## config.mk

```make
export PLATFORM = sky130hd
export DESIGN_NAME = gpi_monitor
export DESIGN_NICKNAME = d
export VERILOG_FILES = /design/src/rtl/gpi_monitor_pkg.sv /design/src/rtl/gpi_monitor_ctrl.sv /design/src/rtl/gpi_monitor_dp.sv /design/src/rtl/gpi_monitor_irq.sv /design/src/rtl/gpi_monitor.sv
export SDC_FILE = /design/constraint.sdc
export NUM_CORES = 1
export LEC_CHECK = 0
export BUFFER_PORTS_ARGS = -buffer_cell sky130_fd_sc_hd__buf_4
export CAP_MARGIN = 20
export CORE_ASPECT_RATIO = 0.6
export CORE_MARGIN = 1.5
export CORE_UTILIZATION = 55
export CTS_CLUSTER_DIAMETER = 120
export DETAILED_ROUTE_END_ITERATION = 16
export GPL_ROUTABILITY_DRIVEN = 0
export PLACE_DENSITY = 0.78
export SLEW_MARGIN = 10
export SYNTH_ARGS = -nofsm -noshare
export SYNTH_HDL_FRONTEND = slang
export SYNTH_SLANG_ARGS = --single-unit
```

## constraint.sdc

```tcl
create_clock -name clk -period 1.5 [get_ports clk]
set_clock_uncertainty 0.1 [all_clocks]
set_input_delay 0.075 -clock clk [delete_from_list [all_inputs] [get_ports clk]]
set_output_delay 0.075 -clock clk [all_outputs]
set_load 0.1 [all_outputs]
```

## src/rtl/gpi_monitor_pkg.sv

```systemverilog
package gpi_monitor_pkg;

  // Strobes from the serial control to the datapath, one core cycle wide.
  typedef struct packed {
    logic capture;  // chip select has just fallen: snapshot the inputs
    logic load;     // first rising serial clock in this access
    logic shift;    // later rising serial clock
    logic sample;   // falling serial clock while selected
  } gpiStrobe_t;

endpackage

```

## src/rtl/gpi_monitor_ctrl.sv

```systemverilog
module gpi_monitor_ctrl
  import gpi_monitor_pkg::*;
(
  input  logic       clk,
  input  logic       rstN,
  input  logic       csN,
  input  logic       sclk,
  output gpiStrobe_t strobe
);

  logic csPrev;
  logic sclkPrev;
  logic firstPending;

  logic selected;
  logic sclkRise;
  logic sclkFall;

  always_comb begin
    selected       = ~csN;
    sclkRise       = selected & sclk & ~sclkPrev;
    sclkFall       = selected & ~sclk & sclkPrev;
    strobe.capture = csPrev & ~csN;
    strobe.load    = sclkRise & firstPending;
    strobe.shift   = sclkRise & ~firstPending;
    strobe.sample  = sclkFall;
  end

  always_ff @(posedge clk) begin
    if (!rstN) begin
      csPrev       <= 1'b1;
      sclkPrev     <= 1'b0;
      firstPending <= 1'b0;
    end else begin
      csPrev   <= csN;
      sclkPrev <= sclk;
      if (strobe.capture) begin
        firstPending <= 1'b1;
      end else if (strobe.load) begin
        firstPending <= 1'b0;
      end
    end
  end

endmodule

```

## src/rtl/gpi_monitor_dp.sv

```systemverilog
module gpi_monitor_dp
  import gpi_monitor_pkg::*;
#(
  parameter int WIDTH = 16
) (
  input  logic             clk,
  input  logic             rstN,
  input  gpiStrobe_t       strobe,
  input  logic [WIDTH-1:0] inBus,
  input  logic             sdin,
  output logic [WIDTH-1:0] statusReg,
  output logic [WIDTH-1:0] shiftReg,
  output logic             sampleBit,
  output logic             sdoData
);

  localparam int MSB = WIDTH - 1;

  logic [WIDTH-1:0] shiftNext;

  generate
    if (WIDTH > 1) begin : g_wide
      always_comb shiftNext = {shiftReg[MSB-1:0], sampleBit};
    end else begin : g_single
      always_comb shiftNext = sampleBit;
    end
  endgenerate

  always_ff @(posedge clk) begin
    if (!rstN) begin
      statusReg <= inBus;
      shiftReg  <= '0;
      sampleBit <= 1'b0;
    end else begin
      if (strobe.capture) statusReg <= inBus;
      if (strobe.sample)  sampleBit <= sdin;
      if (strobe.load) begin
        shiftReg <= statusReg;
      end else if (strobe.shift) begin
        shiftReg <= shiftNext;
      end
    end
  end

  assign sdoData = shiftReg[MSB];

endmodule

```

## src/rtl/gpi_monitor_irq.sv

```systemverilog
module gpi_monitor_irq #(
  parameter int WIDTH = 16
) (
  input  logic             clk,
  input  logic             rstN,
  input  logic             capture,
  input  logic [WIDTH-1:0] inBus,
  input  logic [WIDTH-1:0] statusReg,
  input  logic             intEn,
  output logic             intDrive
);

  logic mismatch;
  logic intReg;

  assign mismatch = |(inBus ^ statusReg);

  always_ff @(posedge clk) begin
    if (!rstN) begin
      intReg <= 1'b0;
    end else begin
      intReg <= capture ? 1'b0 : mismatch;
    end
  end

  assign intDrive = intEn & intReg;

endmodule

```

## src/rtl/gpi_monitor.sv

```systemverilog
module gpi_monitor
  import gpi_monitor_pkg::*;
#(
  parameter int WIDTH = 16
) (
  input  logic             clk,
  input  logic             rstN,
  input  logic             csN,
  input  logic             sclk,
  input  logic             sdin,
  output logic             sdoData,
  output logic             sdoEn,
  input  logic [WIDTH-1:0] inBus,
  input  logic             intEn,
  output logic             intDrive
);

  gpiStrobe_t       strobe;
  logic [WIDTH-1:0] statusReg;
  logic [WIDTH-1:0] shiftReg;
  logic             sampleBit;

  gpi_monitor_ctrl u_ctrl (
    .clk    (clk),
    .rstN   (rstN),
    .csN    (csN),
    .sclk   (sclk),
    .strobe (strobe)
  );

  gpi_monitor_dp #(.WIDTH(WIDTH)) u_dp (
    .clk       (clk),
    .rstN      (rstN),
    .strobe    (strobe),
    .inBus     (inBus),
    .sdin      (sdin),
    .statusReg (statusReg),
    .shiftReg  (shiftReg),
    .sampleBit (sampleBit),
    .sdoData   (sdoData)
  );

  gpi_monitor_irq #(.WIDTH(WIDTH)) u_irq (
    .clk       (clk),
    .rstN      (rstN),
    .capture   (strobe.capture),
    .inBus     (inBus),
    .statusReg (statusReg),
    .intEn     (intEn),
    .intDrive  (intDrive)
  );

  assign sdoEn = ~csN;

endmodule

```

# Word level (Yosys, flattened, before mapping)
# Index checks and enable logic that the tools add are counted.
[totals] reg_bits=37
[classes] eq_ne=1 muxes=6 bitwise=14 reduce_logical=4
[ops] cell="two-way mux 16 bit" count=4
[ops] cell="OR reduction 16 bit" count=1
[ops] cell="bitwise XOR 16 bit" count=1
[ops] cell="AND 1 bit" count=8
[ops] cell="inverter 1 bit" count=5
[ops] cell="nonzero test 2 bit" count=2
[ops] cell="two-way mux 1 bit" count=2
[ops] cell="!= test 2 x 1 -> 1 bit, second input constant" count=1
[ops] cell="OR reduction 2 bit" count=1

# Logic depth before layout (Yosys ltp)
[logic_depth] ltp_word=6 mapped_depth=5 ltp_nobuf=4

# Hierarchy
# Synthesis repeated with hierarchy kept, for this count alone.
[unflattened] hier_cells=130 area_unflattened_um2=1725.4
[by_module_without_submodules] module="gpi_monitor_dp" instances=1 cells_each=92 area_each_um2=1383.8 seq_area_each_um2=820.8
[by_module_without_submodules] module="gpi_monitor_irq" instances=1 cells_each=24 area_each_um2=205.2 seq_area_each_um2=20.0
[by_module_without_submodules] module="gpi_monitor_ctrl" instances=1 cells_each=13 area_each_um2=132.6 seq_area_each_um2=60.1
[by_module_without_submodules] module="gpi_monitor" instances=1 cells_each=1 area_each_um2=3.8 seq_area_each_um2=0.0

# Least setup slack after synthesis
# Ideal clock, no wire load.
[synth_timing] kind="input to register" from="input port csN" to="register u_dp.statusReg[0], enable pin" setup_time_ns=0.373 t_arrival_ns=1.249 slack_ns=-0.222 path_stages=3 n_path_buf=0 cell_sequence="inv_1 -> nand2_1 -> nand2_1"
[synth_between] elab_chain_len=3
[synth_lines] element="start: declaration" line="gpi_monitor.sv:8" rtl="input logic csN,"
[synth_lines] element="inverter 1 bit" line="gpi_monitor_ctrl.sv:23" rtl="strobe.capture = csPrev & ~csN;"
[synth_lines] element="AND 1 bit" line="gpi_monitor_ctrl.sv:23"
[synth_lines] element="!= test 2 x 1 -> 1 bit (no line)"
[synth_lines] element="end signal: assignment" line="gpi_monitor_dp.sv:31" rtl="statusReg <= inBus;"
[synth_lines] element="end signal: assignment" line="gpi_monitor_dp.sv:35" rtl="if (strobe.capture) statusReg <= inBus;"
[synth_lines] element="end: declaration" line="gpi_monitor_dp.sv:11" rtl="output logic [WIDTH-1:0] statusReg,"
# No other way between the ends.
# A chain may end at the register's enable or synchronous reset.

# Worst setup path in the final report
[layout_timing] from="input port csN" to="register u_ctrl.csPrev"
[layout_rtl] element="end signal: assignment" line="gpi_monitor_ctrl.sv:35" rtl="csPrev <= csN;"
[layout_rtl] element="end: declaration" line="gpi_monitor_ctrl.sv:11" rtl="logic csPrev;"
# No word-level cell between the ends.

==> impl_metrics.toml <==
[critical_path]
path_buf_inv = 4
regToRegSetupSlack_ns = 0.19
critPathMaxFanout = 3
arrival_ns = 1.48
cp_top_family = "buffers and inverters"
cpMostUsedCell = "dlygate4sd3_1"
cp_slowest_cell = "dlygate4sd3_1"
slowest_delay_ns = 0.56
critPathLaunchType = "input pin"
crit_path_end_kind = "register"
required_ns = 1.57
crit_chain = "dlygate4sd3_1 -> buf_4 -> clkinvlp_4 -> nand2_1 -> dlygate4sd3_1"
criticalPathCategory = "in2reg"

[clock_tree]
cts-root-buf = "clkbuf_8"
htreeDepth = 2
cts_tree = "built"
cts_sinks = 37
clock_latency_ns = 0.29
max-clock-path-buffers = 2
cts_setup_buffers = 0
cts.clk_slew.worst_paths_ns = 0.07
numCtsBuffers = 5

[floorplan]
die_y_um = 44.78
row_count = 14
core-area_um2 = 2628
die_w_um = 72.64
ios = 25
start_util_pct = 60.90
die_area_um2 = 3253

[timing]
rsz0062_at_grt = "false"
fin_crit_sh_pct = 93.90
slew_headroom_pct = 81.56
setup_tns_ns = 0
max_freq_mhz = 710.0
min_period_ns = 1.409
setup_viol = 0
hold_violations = 0
finalMaxSlewViolations = 0
worst_slew_pin_slew_ns = 0.2788

[yosys]
synth_area_leaders = "edfxtp_1, dfxtp_1, mux2i_1"
netlist-cell-type-count = 18
synthFlopType = "dfxtp_1"
ys_ff_latch = 37
yosysSeqAreaShare_pct = 56.29
yosysWarnings = 0
netlist_area_um2 = 1600
synth_edf_count = 16
synth_top_cells_by_count = "dfxtp_1, nand2_1"
avgSynthCellArea_um2 = 12.50
yosys.area.top_type = "edfxtp_1"
synth_cells = 128
async_reset_ff_share_pct = 0
yosysTopAreaCellShare_pct = 30.02
syn-num-nets = 150

[global_route]
antenna_found_initial = 0
grt_max_degree = 34
grt_use_total_pct = 24.28
grt_pass1_vias = 1145
grt_pass1_wl_um = 5582
gr-total-overflow = 0

[routing]
viasPerCell = 5.500
antenna_left = 0
vias = 1144
first_pass_iters = 4
wire_per_inst_um = 16.64
drcViolationCount = 0
dr.first_iter.drc_count = 66
routed_wl_um = 3461

[finish]
syn2layout_area_growth_pct = 31.35
n_fill_cell = 163
drive_above_1_share_pct = 19.89
layout.cells.non_filler = 208
insertedDiodeCount = 0
layout.nets = 197

[power]
powerDensity_nw_per_um2 = 1061
vdd_drop_max_mv = 0.7762
p_leak_uw = 0.0009549

[placement]
dp.cells = 180
port_buffers = 24
dp_hpwl_um = 2043

[run]
drv_cap = 0

[status]
status = "completed"

[min_path]
worstHoldPathType = "in2reg"
[worst register-to-register path, stage by stage, from the launching register on]
cell and delay [ns]:
edfxtp_1 0.41, xnor2_1 0.27, nand4_1 0.12, nor4_1 0.24
nor2_1 0.06
[metal layers]
layer / up-vias / track usage, % / share of wire [%]
met5: - / 0 / 0
met4: 0 / 9.057 / 1.6
met3: 7 / 7.366 / 3.8
met2: 28 / 41.28 / 48
met1: 559 / 29.90 / 46
li1: 550 / - / -
[state kept, by name, summed over array words and instances (netlist names)]
register,count
u_irq.intReg,1
u_dp.sampleBit,1
u_ctrl.firstPending,1
u_ctrl.csPrev,1
u_dp.statusReg,16
u_ctrl.sclkPrev,1
u_dp.shiftReg,16
[report_power, final]
group	internal (uW)	switching, uW	total (uW)
clock	375	342	716
sequential	1120	45.2	1170
combinational	181	165	346
[final timing paths]
check	startpoint	to	depth (start not counted)
max	csN	u_ctrl.csPrev	5
min	rstN	u_dp.shiftReg[6]	2
max reg2reg	u_dp.statusReg[15]	u_irq.intReg	4
min reg2reg	u_ctrl.csPrev	u_ctrl.firstPending	2
[cell type report]
cell class	count	area, um^2	share of cell area [%]
tap	32	40.04	1.905
clock buffer	8	90.09	4.286
inverter	1	7.507	0.3571
timing repair buffer	47	427.9	20.36
multi-input combinational	83	635.6	30.24
sequential	37	900.9	42.86
[repair_timing]
action	in CTS	in global routing
hold buffers	20	0
hold endpoints to repair	19	0
gates resized for setup	0	0
[metrics by stage]
step / setup WS [ns] / instance area, um^2 / util, % / power, uW / hold WS, ns
detailed placement: 0.2008 / 1812 / 68.95 / 1487 / 0.1715
finish: 0.09146 / 2102 / 80.00 / 2230 / 0.04787
global placement: 0.2474 / 1812 / 68.95 / 1475 / 0.1697
CTS: 0.1388 / 2102 / 80.00 / 2224 / 0.04771
global route: 0.06960 / 2102 / 80.00 / 2310 / 0.04920
floorplan: 0.01691 / 1604 / - / 1380 / 0.07387
[cells in the final DEF, fill, tap and decap left out]
| cell | count |
|---|---|
| a21boi_0 | 2 |
| and2_1 | 2 |
| buf_12 | 2 |
| buf_4 | 25 |
| clkbuf_1 | 2 |
| clkbuf_8 | 6 |
| clkinvlp_4 | 1 |
| dfxtp_1 | 21 |
| dlygate4sd3_1 | 20 |
| edfxtp_1 | 16 |
| mux2i_1 | 16 |
| nand2_1 | 21 |
| nand2b_1 | 1 |
| nand3_1 | 1 |
| nand4_1 | 4 |
| nor2_1 | 2 |
| nor3b_4 | 1 |
| nor4_1 | 1 |
| o211a_1 | 16 |
| xnor2_1 | 16 |
[kinds of logic (layout without fill, tap and decap cells)]
family          count (synthesis)  in the layout  share of synthesized area (%)
buf+inv                         8             56                          3.987
compound gates                 18             18                          10.95
mux                            16             16                          10.01
simple gates                   33             33                          10.01
flops                          37             37                          56.29
xor+xnor                       16             16                          8.757
Note: power is estimated with default switching activity, not from simulation.
